**src/rtl/sram_bus_ctrl.sv**
```systemverilog
`timescale 1ns/1ps
module sram_bus_ctrl #(
  parameter int AW          = 15,
  parameter int DW          = 8,
  parameter int CLK_NS      = 4,
  parameter int T_CYC_RD_NS = 35,
  parameter int T_ACC_A_NS  = 35,
  parameter int T_ACC_OE_NS = 15,
  parameter int T_REL_NS    = 13,
  parameter int T_WREL_NS   = 13,
  parameter int T_WPW_NS    = 25,
  parameter int T_SU_NS     = 15,
  parameter int T_DHLD_NS   = 0,
  parameter int T_AHLD_NS   = 0
) (
  input  logic          clk,
  input  logic          rst,
  input  logic          req_valid,
  output logic          req_ready,
  input  logic          req_we,
  input  logic [AW-1:0] req_addr,
  input  logic [DW-1:0] req_wdata,
  output logic          rsp_valid,
  output logic [DW-1:0] rsp_rdata,
  output logic [AW-1:0] mem_addr,
  output logic          mem_ce_n,
  output logic          mem_oe_n,
  output logic          mem_we_n,
  output logic [DW-1:0] mem_dq_out,
  output logic          mem_dq_oe,
  input  logic [DW-1:0] mem_dq_in
);
  function automatic int ncyc(input int ns);
    int c;
    c = (ns + CLK_NS - 1) / CLK_NS;
    return (c < 1) ? 1 : c;
  endfunction

  localparam int N_RC   = ncyc(T_CYC_RD_NS);
  localparam int N_AA   = ncyc(T_ACC_A_NS);
  localparam int N_OA   = ncyc(T_ACC_OE_NS);
  localparam int N_ACC  = (N_AA > N_OA) ? N_AA : N_OA;
  localparam int N_RD   = (N_RC > N_ACC) ? N_RC : N_ACC;
  localparam int N_HZ   = ncyc(T_REL_NS);
  localparam int N_WZ   = ncyc(T_WREL_NS);
  localparam int N_TA   = (N_HZ > N_WZ) ? N_HZ : N_WZ;
  localparam int N_WP   = ncyc(T_WPW_NS);
  localparam int N_DS   = ncyc(T_SU_NS);
  localparam int N_W    = (N_WP > N_DS) ? N_WP : N_DS;
  localparam int N_DH   = ncyc(T_DHLD_NS);
  localparam int N_AH   = ncyc(T_AHLD_NS);
  localparam int N_WH   = (N_DH > N_AH) ? N_DH : N_AH;
  localparam int M1     = (N_RD > N_W) ? N_RD : N_W;
  localparam int M2     = (N_TA > N_WH) ? N_TA : N_WH;
  localparam int MAXC   = (M1 > M2) ? M1 : M2;
  localparam int CW     = $clog2(MAXC + 1);

  typedef enum logic [2:0] {S_IDLE, S_RD, S_TA, S_WR, S_HOLD} st_t;

  st_t           st;
  logic [CW-1:0] cnt;
  logic [CW-1:0] turn;
  logic          turn_ok;

  assign req_ready = (st == S_IDLE);
  assign turn_ok   = (turn < CW'(2));

  always_ff @(posedge clk) begin
    if (rst) begin
      st         <= S_IDLE;
      cnt        <= '0;
      turn       <= '0;
      mem_addr   <= '0;
      mem_ce_n   <= 1'b1;
      mem_oe_n   <= 1'b1;
      mem_we_n   <= 1'b1;
      mem_dq_out <= '0;
      mem_dq_oe  <= 1'b0;
      rsp_valid  <= 1'b0;
      rsp_rdata  <= '0;
    end else begin
      rsp_valid <= 1'b0;
      if (turn != '0) turn <= turn - 1'b1;
      case (st)
        S_IDLE: if (req_valid) begin
          mem_addr <= req_addr;
          cnt      <= '0;
          if (req_we) begin
            mem_dq_out <= req_wdata;
            if (turn_ok) begin
              mem_ce_n  <= 1'b0;
              mem_we_n  <= 1'b0;
              mem_dq_oe <= 1'b1;
              st        <= S_WR;
            end else begin
              st <= S_TA;
            end
          end else begin
            mem_ce_n <= 1'b0;
            mem_oe_n <= 1'b0;
            st       <= S_RD;
          end
        end
        S_RD: begin
          cnt <= cnt + 1'b1;
          if (cnt == CW'(N_ACC - 1)) begin
            rsp_rdata <= mem_dq_in;
            rsp_valid <= 1'b1;
          end
          if (cnt == CW'(N_RD - 1)) begin
            mem_ce_n <= 1'b1;
            mem_oe_n <= 1'b1;
            turn     <= CW'(N_TA);
            st       <= S_IDLE;
          end
        end
        S_TA: if (turn_ok) begin
          mem_ce_n  <= 1'b0;
          mem_we_n  <= 1'b0;
          mem_dq_oe <= 1'b1;
          cnt       <= '0;
          st        <= S_WR;
        end
        S_WR: begin
          cnt <= cnt + 1'b1;
          if (cnt == CW'(N_W - 1)) begin
            mem_ce_n <= 1'b1;
            mem_we_n <= 1'b1;
            cnt      <= '0;
            st       <= S_HOLD;
          end
        end
        S_HOLD: begin
          cnt <= cnt + 1'b1;
          if (cnt == CW'(N_WH - 1)) begin
            mem_dq_oe <= 1'b0;
            st        <= S_IDLE;
          end
        end
        default: st <= S_IDLE;
      endcase
    end
  end
endmodule

```
**config.mk**
```make
export PLATFORM = sky130hd
export DESIGN_NAME = sram_bus_ctrl
export DESIGN_NICKNAME = d
export VERILOG_FILES = /design/src/rtl/sram_bus_ctrl.sv
export SDC_FILE = /design/constraint.sdc
export NUM_CORES = 1
export LEC_CHECK = 0
export CAP_MARGIN = 30
export CORE_ASPECT_RATIO = 1.75
export CORE_MARGIN = 10
export CORE_UTILIZATION = 40
export DETAILED_ROUTE_END_ITERATION = 8
export GPL_ROUTABILITY_DRIVEN = 0
export PLACE_DENSITY = 0.69
export REMOVE_ABC_BUFFERS = 1
export SKIP_CTS_REPAIR_TIMING = 1
export SYNTH_ARGS = -nofsm -noshare
export SYNTH_HDL_FRONTEND = slang
export SYNTH_SLANG_ARGS = --single-unit
```
**constraint.sdc**
```tcl
create_clock -name clk -period 3.5 [get_ports clk]
set_input_delay 0.525 -clock clk [delete_from_list [all_inputs] [get_ports clk]]
set_output_delay 0.525 -clock clk [all_outputs]
set_load 0.005 [all_outputs]
```
; ---- After elaboration in Yosys (flattened, before gate mapping)
; Cells that the tools add are included.
; Widths: inputs -> output; s select.
[word_totals]
regBits = 47
word_cells = 81
input_bits = 35
out_inout_bits = 37
[classes]
order_cmp = 1
n_eq_ne = 13
reduce_logical = 19
n_bitwise = 1
muxes = 34
addsub = 2
[ops]
columns = op, n
row1 = $mux 4, 6
row2 = $mux 3, 6
row3 = $mux 1, 16
row4 = $pmux 4 s4, 1
row5 = $reduce_and 4->1, 4
row6 = $pmux 3 s5, 1
row7 = $ne 2x2->1 const B, 6
row8 = $reduce_bool 4->1, 3
row9 = $eq 3x2->1 const B, 2
row10 = $pmux 1 s3, 2
row11 = $reduce_and 3->1, 2
row12 = $reduce_bool 3->1, 2
row13 = $reduce_and 5->1, 1
row14 = $add 4x1->4 const B, 1
row15 = $eq 4x3->1 const B, 1
row16 = $eq 4x4->1 const B, 1
row17 = $logic_not 4->1, 1
row18 = $lt 4x2->1 const B, 1
row19 = $pmux 1 s4, 1
row20 = $reduce_and 2->1, 2
row21 = $reduce_or 2->1, 2
row22 = $sub 4x1->4 const B, 1
row23 = $eq 3x1->1 const B, 1
row24 = $eq 3x3->1 const B, 1
row25 = 5 further kinds, 5

; ---- Logic depth before layout (Yosys ltp)
; Gate-level depths: netlist (run 1).
[depth]
depth_word = 5
depth_mapped = 7
mapped_depth_nobuf = 6

; ---- Worst setup path after synthesis (run 1)
; OpenSTA, ideal clock, no wires.
[synth_timing]
kind = flip-flop to flip-flop
from = register cnt[0]
to = register mem_ce_n
required_ns = 3.378
slack_ns = 1.967
path_stages_with_launch = 7
arrival_ns = 1.411
setup_ns = 0.122
period_less_slack_ns = 1.533
n_path_buf = 0
cell_sequence = dfxtp_1 -> inv_1 -> ha_1 -> nand2b_1 -> o311ai_4 -> o211ai_1 -> a221o_1
[synth_between]
elab_chain_cells = 3
word_cells_on_any_way = 5
classes_between = 4 x eq/ne / 1 x reduce/logical
[synth_lines]
columns = item, line
row1 = from (decl), 61  ; logic [CW-1:0] cnt;
row2 = from (signal assigned), 105  ; cnt <= cnt + 1'b1;
row3 = from (signal assigned), 125  ; cnt <= cnt + 1'b1;
row4 = from (signal assigned), 134  ; cnt <= cnt + 1'b1;
row5 = $eq 4x3->1 / $eq 4x4->1 (equally long branches), "126, 110"
row6 = $ne 2x2->1 (no source line), n/a
row7 = $reduce_and 4->1 (no source line) *, n/a
row8 = to (signal assigned), 111  ; mem_ce_n <= 1'b1;
row9 = to (signal assigned), 118  ; mem_ce_n <= 1'b0;
row10 = to (signal assigned), 127  ; mem_ce_n <= 1'b1;
row11 = to (decl), 26  ; output logic mem_ce_n,
; Mark *: on every way between the ends. The rest lies on a longest branch, timed or not.
; A chain may end at the register's enable or synchronous reset.

; ---- Worst setup path in the final report (run 1)
[layout_timing]
from = register st[1]
to = output req_ready
[layout_between]
elab_chain_cells = 1
[layout_lines]
columns = item, line
row1 = from (decl), 60  ; st_t st;
row2 = from (signal assigned), 70  ; st <= S_IDLE;
row3 = from (signal assigned), 94  ; st <= S_WR;
row4 = from (signal assigned), 96  ; st <= S_TA;
row5 = $logic_not 3->1, 65  ; assign req_ready = (st == S_IDLE);
row6 = to (decl), 19  ; output logic req_ready,
; No other way between the ends.

==> metrics.md, run 1 <==
| Metric | Value |
|---|---|
| Fillcell total | 473 |
| Dpl hpwl | approximately 4300 um |
| Largest net degree at the start of global routing | 33 |
| Synthesis Warnings | 0 |
| Worst setup path class | reg -> out |
| Syn Area/Cell | between 8 and 9 sq um |
| First-pass GRT wire length | around 9000 um |
| Area of the multi-input gates | 996 sq um |
| DIE WIDTH | 74.1 um |
| Routed WL per cell | approximately 16 um |
| Crit path launch | st[1]$_SDFFE_PP0P_ |
| RSZ-0062 raised after global routing | no |
| CP Capture Type | output port |
| Post-synthesis cell count | ~240 |
| # IOs | 72 |
| Vias in the first global route | around 1900 |
| CTS max path bufs | 2 |
| All-Layer GR Usage | 0.131 |
| Worst path slowest cell | dfxtp_1 |
| Clock sink count | between 40 and 50 |
| Initial DRC count | between 100 and 150 |
| Final instance area | 2890 sq um |
| Register area share after synthesis | 0.459 |
| Area of the die | approximately 8500 sq um |
| Hold path startpoint | mem_dq_out[3]$_SDFFE_PP0P_ |
| Crit start category | flop |
| Critical Path RT | 2.97 ns |
| Clock slew at reported path FFs | about 0.090 ns |
| Yosys cell types | 44 |
| CP arrival | between 1.5 and 2 ns |
| Hold Fails Final Rpt | 0 |
| CTS tree | built |
| Cts bufs inserted | 5 |
| WP depth | 2 |
| Bufs and invs on worst path | 1 |
| Area of the core | about 5000 sq um |
| Fin. max-slew vios | 0 |
| Crit path largest cell delay | roughly 0.89 ns |
| Peak supply drop | between 0.3 and 0.4 mV |
| FF-to-FF End | mem_ce_n$_SDFFE_PP1P_ |
| Final min period | around 2.3 ns |
| Status | complete, no violations |
| # port buffers | 71 |
| Via count | 1921 |
| Final setup viols | 0 |
| Post-Syn Area | between 2000 and 2500 sq um |
| Hold WC Path Type | reg -> reg |
| DRT Pass-1 Iters | 4 |
| Die height | approximately 110 um |
| Largest delay contributor family on the critical path | flip-flops |
| Post-synth EDFFs | 0 |
| # rows | 34 |
| Drt drc | 0 |
| Register area | about 940 sq um |
| Power per cell area | 513 nW/um^2 |
| Setup_tns | 0 ns |
| Initial core utilization | 0.412 |
| CP max FO | 22 |
| Max-cap violations | 0 |
| Leak | around 0.0011 uW |
| Ys async rst share | 0 |
| Share of cells above drive strength 1 | 0.0742 |
| Critical-path cell list | nor3_1, clkdlybuf4s50_1 |
| RR Startpoint | st[1]$_SDFFE_PP0P_ |
| FF+latch count, synth | 47 |
| Fmax | between 0.4 and 0.5 GHz |
| Top_reg_cell synth | dfxtp_1 |
| DRT antenna net count | 0 |
| Vias/cell | roughly 5.3 |
| Root Buffer | clkbuf_8 |
| GR Overflow Total | 0 |
| Final Power | ~1500 uW |
| Final net count | roughly 350 |
| Initial antenna violation count | 0 |
| Placed cell areas | between 2000 and 3000 sq um |
| Htree depth | 2 |
| Ant diodes | 0 |
| Reg2reg path depth | 4 |
| Worst-case clock skew | between 0.008 and 0.009 ns |
| R2R Setup Slk | 1.57 ns |
| Setup crit end | req_ready |
| Total Wirelength | around 5600 um |
| Worst-Margin Slew | about 0.86 ns |
| Worst slew margin | 0.428 |
| Area grow syn2layout | 40.9% |
| Clock Latency Late Sink | 0.31 ns |
| Final period util | 0.664 |
[logic make-up after synthesis]
| group | synth area share |
|---|---|
| flops | 0.459 |
| simple gates | 0.243 |
| compound gates | 0.200 |
| fa+ha+maj | 0.0244 |
| mux | 0.00977 |
| buf+inv | 0.0544 |
| xor+xnor | 0.00855 |
[cell usage after synthesis (all sizes together), types with 3 or more instances]
cell    instances  share of area
nand2          57           0.11
dfxtp          47           0.46
nor2            7          0.013
nor3            8          0.020
clkbuf          5         0.0092
ha              4          0.024
buf             9          0.031
nand2b          3         0.0092
inv             8          0.015
o21ai           8          0.021
or3             4          0.012
o211ai          4          0.021
nand3          13          0.032
a21oi          39          0.095
[sequential cells by signal, indices dropped and copies added, names as in the netlist]
name	cells
mem_oe_n	1
mem_dq_out	8
rsp_valid	1
mem_dq_oe	1
rsp_rdata	8
cnt	4
st	3
turn	4
mem_we_n	1
mem_ce_n	1
mem_addr	15
[worst min path at each step]
stage / cells after the start / end / slack (ns)
floorplan: 2 / mem_addr[0]$_SDFFE_PP0P_ / 0.45
global placement: 2 / rsp_rdata[4]$_SDFFE_PP0P_ / 0.44
detailed placement: 2 / mem_dq_out[4]$_SDFFE_PP0P_ / 0.45
CTS: 2 / mem_dq_out[4]$_SDFFE_PP0P_ / 0.46
global route: 2 / mem_dq_out[4]$_SDFFE_PP0P_ / 0.48
finish: 2 / mem_dq_out[3]$_SDFFE_PP0P_ / 0.46
[routing by layer]
layer	GRT usage	wire (um)	vias up
li1	-	-	968
met1	0.135	2040	889
met2	0.232	3070	50
met3	0.0321	361	14
met4	0.0712	175	0
met5	0	0	-
[cell usage in the layout, fill, tap and decap left out, types with 2 or more instances in the layout]
cell type	instances
clkdlybuf4s50_1	71
nand2_1	56
dfxtp_1	47
a21oi_1	39
nand3_1	13
nor3_1	8
inv_1	7
nor2_1	7
o21ai_0	6
clkbuf_8	6
or3_1	4
ha_1	4
nand2b_1	3
o211ai_1	3
nor2b_1	2
mux2i_1	2
xnor2_1	2
buf_4	2
[per-stage QoR]
stage | hold slack (ns) | util | setup WS, ns | instances
after detailed placement | 0.446 | 0.556 | 1.13 | 356
after CTS | 0.458 | 0.580 | 1.18 | 364
after global placement | 0.441 | 0.555 | 1.16 | 355
after floorplan | 0.447 | - | 1.65 | 228
final | 0.456 | 0.580 | 1.18 | 364
after global routing | 0.482 | 0.580 | 1.09 | 364
[worst min-delay path: stages, from the launching register on]
cell	delay [ns]
dfxtp_1	0.32
nand2_1	0.05
a21oi_1	0.05
[layout make-up]
| class | instances | area share |
|---|---|---|
| Inverter | 8 | 0.0104 |
| Clock buffer | 6 | 0.0286 |
| Timing Repair Buffer | 74 | 0.253 |
| Clock inverter | 2 | 0.0134 |
| Sequential cell | 47 | 0.326 |
| Multi-Input combinational cell | 173 | 0.345 |
| Tap cell | 54 | 0.0234 |
[report_power, final]
part	switching (uW)	total [uW]	internal (uW)	leakage (uW)
Clock	189	424	235	0.0000618
Combinational	190	404	214	0.000606
Sequential	60.9	653	592	0.000384
(Power assumes the default switching activity.)
==> run 2, diff against run 1 <==
- PLACE_DENSITY: 0.69 -> 0.72
- clock period: 3.5 -> 1.9 ns (I/O delays scaled with it)
==> metrics.md, run 2 (synthesis results as in run 1) <==
| Metric | Value |
|---|---|
| Peak supply drop | 0.847 mV (was 0.381 mV) |
| # IOs | 72 (unchanged) |
| Share of cells above drive strength 1 | 0.103 (was 0.0742) |
| Area grow syn2layout | 45.0% (was 40.9%) |
| Worst path slowest cell | clkdlybuf4s50_1 (was dfxtp_1) |
| Critical Path RT | 1.62 ns (was 2.97 ns) |
| GR Overflow Total | 0 (unchanged) |
| Worst slew margin | 0.720 (was 0.428) |
| Htree depth | 2 (unchanged) |
| Bufs and invs on worst path | 1 (unchanged) |
| Via count | 1952 (was 1921) |
| R2R Setup Slk | 0.21 ns (was 1.57 ns) |
| Crit path largest cell delay | 0.54 ns (was 0.89 ns) |
| RSZ-0062 raised after global routing | no (unchanged) |
| Initial core utilization | 0.412 (unchanged) |
| Clock Latency Late Sink | 0.30 ns (was 0.31 ns) |
| Placed cell count | 367 (was 356) |
| Drt drc | 0 (unchanged) |
| Area of the die | 8500 sq um (unchanged) |
| Hold path endpoint | mem_dq_out[4]$_SDFFE_PP0P_ (was mem_dq_out[3]$_SDFFE_PP0P_) |
| # rows | 34 (unchanged) |
| Worst-case clock skew | 0.0101 ns (was 0.00890 ns) |
| Final instance area | 2970 sq um (was 2890 sq um) |
| Final worst slack | 0.116 ns (was 1.18 ns) |
| Reg2reg path depth | 6 (was 4) |
| Crit start category | flop (unchanged) |
| Hold WC Path Type | reg -> reg (unchanged) |
| Vias in the first global route | 1945 (was 1852) |
| Worst setup path class | reg -> out (unchanged) |
| CP arrival | 1.50 ns (was 1.80 ns) |
| Power per cell area | 922 nW/um^2 (was 513 nW/um^2) |
| Total Wirelength | 5850 um (was 5640 um) |
| CP Capture Type | output port (unchanged) |
| Clock sink count | 47 (unchanged) |
| CTS max path bufs | 2 (unchanged) |
| Status | complete, no violations (unchanged) |
| CTS tree | built (unchanged) |
| Hold Fails Final Rpt | 0 (unchanged) |
| Clock slew at reported path FFs | 0.09 ns (about the same) |
| CP max FO | 10 (was 22) |
| DRT antenna net count | 0 (unchanged) |
| Final setup viols | 0 (unchanged) |
| Largest net degree at the start of global routing | 24 (was 33) |
| Routed WL per cell | 15.6 um (was 15.5 um) |
| DRT Pass-1 Iters | 4 (unchanged) |
| Worst-Margin Slew | 0.420 ns (was 0.856 ns) |
| Fin. max-slew vios | 0 (unchanged) |
| Final period util | 0.939 |
| Setup_tns | 0 ns (unchanged) |
| Dpl hpwl | 4460 um (was 4260 um) |
| Dpl ws | 0.134 ns (was 1.13 ns) |
| Initial antenna violation count | 0 (unchanged) |
| Final min period | around 1.8 ns |
| Max reg flops | 15 (unchanged) |
| Most flops, register | mem_addr (unchanged) |
| # port buffers | 71 (unchanged) |
| Fmax | 0.560 GHz |
| Non-Filler Instances | 374 (was 364) |
| Hold Path Depth | 2 (unchanged) |
| Ant diodes | 0 (unchanged) |
| Vias/cell | 5.22 (was 5.28) |
| RR Startpoint | cnt[0]$_SDFFE_PP0P_ (was st[1]$_SDFFE_PP0P_) |
| Most common cell after layout, fill and taps aside | clkdlybuf4s50_1 (unchanged) |
| Placed cell areas | 2860 sq um (was 2770 sq um) |
| All-Layer GR Usage | 0.140 (was 0.131) |
| Commonest cells after routing, fill and taps aside | clkdlybuf4s50_1, nand2_1, dfxtp_1, a21oi_1 (was clkdlybuf4s50_1, nand2_1, dfxtp_1, a21oi_1, nand3_1) |
| FF-to-FF End | mem_ce_n$_SDFFE_PP1P_ (unchanged) |
| Critical-path cell list | nor3_1, clkdlybuf4s50_1 (unchanged) |
| Cts bufs inserted | 5 (unchanged) |
| DIE WIDTH | 74.1 um (unchanged) |
| Largest delay contributor family on the critical path | buffers and inverters (was flip-flops) |
| Leak | 0.00110 uW (was 0.00105 uW) |
| Root Buffer | clkbuf_8 (unchanged) |
| First-pass GRT wire length | 9420 um (was 9070 um) |
| Final net count | 359 (was 348) |
| Initial DRC count | 110 (was 130) |
| Hold path startpoint | mem_dq_out[4]$_SDFFE_PP0P_ (was mem_dq_out[3]$_SDFFE_PP0P_) |
| Die height | 115 um (unchanged) |
| Area of the core | 4980 sq um (unchanged) |
| Max-cap violations | 0 (unchanged) |
| Largest registers | mem_addr x15, mem_dq_out x8, rsp_rdata x8 (unchanged) |
run 2: cell types whose count changed in the layout (fill, tap and decap cells not counted), sizes merged:
| cell | delta |
|---|---|
| clkbuf | -1 |
| inv | -1 |
| buf | +11 |
| clkinvlp | +1 |
run 2: cell type report:
type / count / area (sq um)
Fill cell: 470 / 2010
Multi-Input combinational cell: 173 / 996
Sequential cell: 47 / 941
Timing Repair Buffer: 85 / 828
Clock buffer: 5 / 68.8
Tap cell: 54 / 67.6
Clock inverter: 2 / 37.5
Inverter: 8 / 30.0
run 2: stage by stage:
stage                util  hold WS, ns  power, uW
floorplan               -        0.354       1640
global placement    0.575        0.441       2020
detailed placement  0.575        0.446       2040
CTS                 0.597        0.458       2770
global route        0.597        0.479       2910
finish              0.597        0.454       2740
run 2: report_power, final:
part	switching [uW]	internal [uW]
clock	345	385
combinational	374	448
sequential	95.2	1090
run 2: routing by layer:
metal  wire (um)  track usage  vias up
li1            -            -      987
met1        2040        0.137      901
met2        3240        0.251       49
met3         377       0.0399       15
met4         191       0.0737        0
met5           0            0        -
run 2: worst min-delay path, delay by kind of cell (launching register included):
kind | cells | cell delay [ns]
flops | 1 | 0.31
simple gates | 1 | 0.05
compound gates | 1 | 0.05
run 2: worst max-delay path by stage:
stage	start	to	slack (ns)	cells past startpoint
global placement	req_valid	cnt[1]$_SDFFE_PP0P_	0.16	5
floorplan	st[1]$_SDFFE_PP0P_	mem_dq_out[0]$_SDFFE_PP0P_	0.05	4
detailed placement	req_valid	cnt[1]$_SDFFE_PP0P_	0.13	5
global route	st[2]$_SDFFE_PP0P_	req_ready	0.05	2
CTS	st[2]$_SDFFE_PP0P_	req_ready	0.1	2
finish	st[2]$_SDFFE_PP0P_	req_ready	0.12	2
==> run 3, diff against run 2 <==
- CELL_PAD_IN_SITES_DETAIL_PLACEMENT: not set -> 2
- CELL_PAD_IN_SITES_GLOBAL_PLACEMENT: not set -> 2
- CORE_UTILIZATION: 40 -> 23
- PLACE_DENSITY: 0.72 -> 0.73
==> metrics.md, run 3 (synthesis results as in run 1) <==
| Metric | Value |
|---|---|
| Area of the core | 8670 sq um (was 4980 sq um) |
| Worst-case clock skew | 0.00373 ns (was 0.0101 ns) |
| Power per cell area | 964 nW/um^2 (was 922 nW/um^2) |
| Non-Filler Instances | 437 (was 374) |
| Htree depth | 2 (unchanged) |
| CP arrival | 1.55 ns (was 1.50 ns) |
| DRT antenna net count | 0 (unchanged) |
| Ant diodes | 0 (unchanged) |
| Crit start category | flop (unchanged) |
| RR Startpoint | cnt[0]$_SDFFE_PP0P_ (unchanged) |
| DIE WIDTH | 91.3 um (was 74.1 um) |
| Initial antenna violation count | 0 (unchanged) |
| Crit path launch | st[2]$_SDFFE_PP0P_ (unchanged) |
| Most flops, register | mem_addr (unchanged) |
| Die height | 145 um (was 115 um) |
| Root Buffer | clkbuf_16 (was clkbuf_8) |
| Fmax | 0.546 GHz (was 0.560 GHz) |
| Leak | 0.00112 uW (was 0.00110 uW) |
| Commonest cells after routing, fill and taps aside | clkdlybuf4s50_1, nand2_1, dfxtp_1, a21oi_1, nand3_1 (was clkdlybuf4s50_1, nand2_1, dfxtp_1, a21oi_1) |
| Cts bufs inserted | 5 (unchanged) |
| Most common cell after layout, fill and taps aside | clkdlybuf4s50_1 (unchanged) |
| Area of the die | 13200 sq um (was 8500 sq um) |
| Via count | 2034 (was 1952) |
| Hold WC Path Type | reg -> reg (unchanged) |
| Peak supply drop | 0.336 mV (was 0.847 mV) |
| Critical Path RT | 1.62 ns (about the same) |
| Clock Latency Late Sink | 0.29 ns (was 0.30 ns) |
| Placed cell count | 429 (was 367) |
| Max reg flops | 15 (unchanged) |
| All-Layer GR Usage | 0.117 (was 0.140) |
| Final net count | 358 (was 359) |
| CP Capture Type | output port (unchanged) |
| Fin. max-slew vios | 0 (unchanged) |
| CTS tree | built (unchanged) |
| Total Wirelength | 7500 um (was 5850 um) |
| Hold Fails Final Rpt | 0 (unchanged) |
| Clock sink count | 47 (unchanged) |
| Clock slew at reported path FFs | 0.06 ns (was 0.09 ns) |
| First-pass GRT wire length | 12200 um (was 9420 um) |
| # port buffers | 71 (unchanged) |
| Final setup viols | 0 (unchanged) |
| GR Overflow Total | 0 (unchanged) |
| Setup_tns | 0 ns (unchanged) |
| Worst setup path class | reg -> out (unchanged) |
| RSZ-0062 raised after global routing | no (unchanged) |
| Vias in the first global route | 2327 (was 1945) |
| Hold path startpoint | mem_addr[8]$_SDFFE_PP0P_ (was mem_dq_out[4]$_SDFFE_PP0P_) |
| Largest registers | mem_addr x15, mem_dq_out x8, rsp_rdata x8 (unchanged) |
| CTS max path bufs | 2 (unchanged) |
| Initial DRC count | 77 (was 110) |
| Share of cells above drive strength 1 | 0.106 (was 0.103) |
| Largest net degree at the start of global routing | 24 (unchanged) |
| Area grow syn2layout | 51.0% (was 45.0%) |
| # IOs | 72 (unchanged) |
| DRT Pass-1 Iters | 4 (unchanged) |
| Worst slew margin | 0.701 (was 0.720) |
| # rows | 45 (was 34) |
| CP max FO | 9 (was 10) |
| Vias/cell | 4.65 (was 5.22) |
| Final min period | 1.83 ns (was 1.78 ns) |
| Dpl hpwl | 5920 um (was 4460 um) |
| Status | complete, no violations (unchanged) |
| Initial core utilization | 0.236 (was 0.412) |
| Final Power | 2980 uW (was 2740 uW) |
| Worst-Margin Slew | 0.448 ns (was 0.420 ns) |
| Routed WL per cell | 17.2 um (was 15.6 um) |
| Drt drc | 0 (unchanged) |
| Max-cap violations | 0 (unchanged) |
| Final period util | 0.963 (was 0.939) |
-- run 3: layout make-up --
type / count / area (sq um)
repair buffers: 84 / 821
well taps: 117 / 146
flip-flops and latches: 47 / 943
multi-input cells: 173 / 996
clock buffers: 8 / 156
inverters: 8 / 30.0
fillers: 1027 / 5580
-- run 3: layer usage --
metal | wire length, um | part of all wire | vias up | track usage
li1 | - | - | 985 | -
met1 | 2480 | 0.33 | 1003 | 0.100
met2 | 4590 | 0.61 | 36 | 0.247
met3 | 237 | 0.032 | 10 | 0.0217
met4 | 196 | 0.026 | 0 | 0.0580
met5 | 0 | 0 | - | 0
-- run 3: report_power, final --
group | switching (uW) | internal [uW] | total, uW
Sequential | 111 | 1090 | 1200
Combinational | 397 | 446 | 843
Clock | 373 | 561 | 934
-- run 3: final timing paths --
check                             end  slack [ns]  cells after the start
max                         req_ready        0.07                      2
min          mem_addr[8]$_SDFFE_PP0P_        0.46                      2
max reg2reg     mem_ce_n$_SDFFE_PP1P_        0.19                      6
min reg2reg  mem_addr[8]$_SDFFE_PP0P_        0.46                      2
-- run 3: worst max-delay path, cell delays in order, from the launching register on --
cell and delay [ns]:
dfxtp_1 0.45, nor3_1 0.23, clkdlybuf4s50_1 0.58
-- run 3: metrics by stage --
step	worst slack [ns]	cell area, sq um	hold slack [ns]	util
CTS	-0.0555	3090	0.465	0.356
detailed placement	0.0441	2930	0.456	0.338
floorplan	0.0484	1970	0.354	-
finish	0.0699	3090	0.458	0.357
global route	0.0230	3090	0.491	0.357
global placement	0.105	2930	0.443	0.338
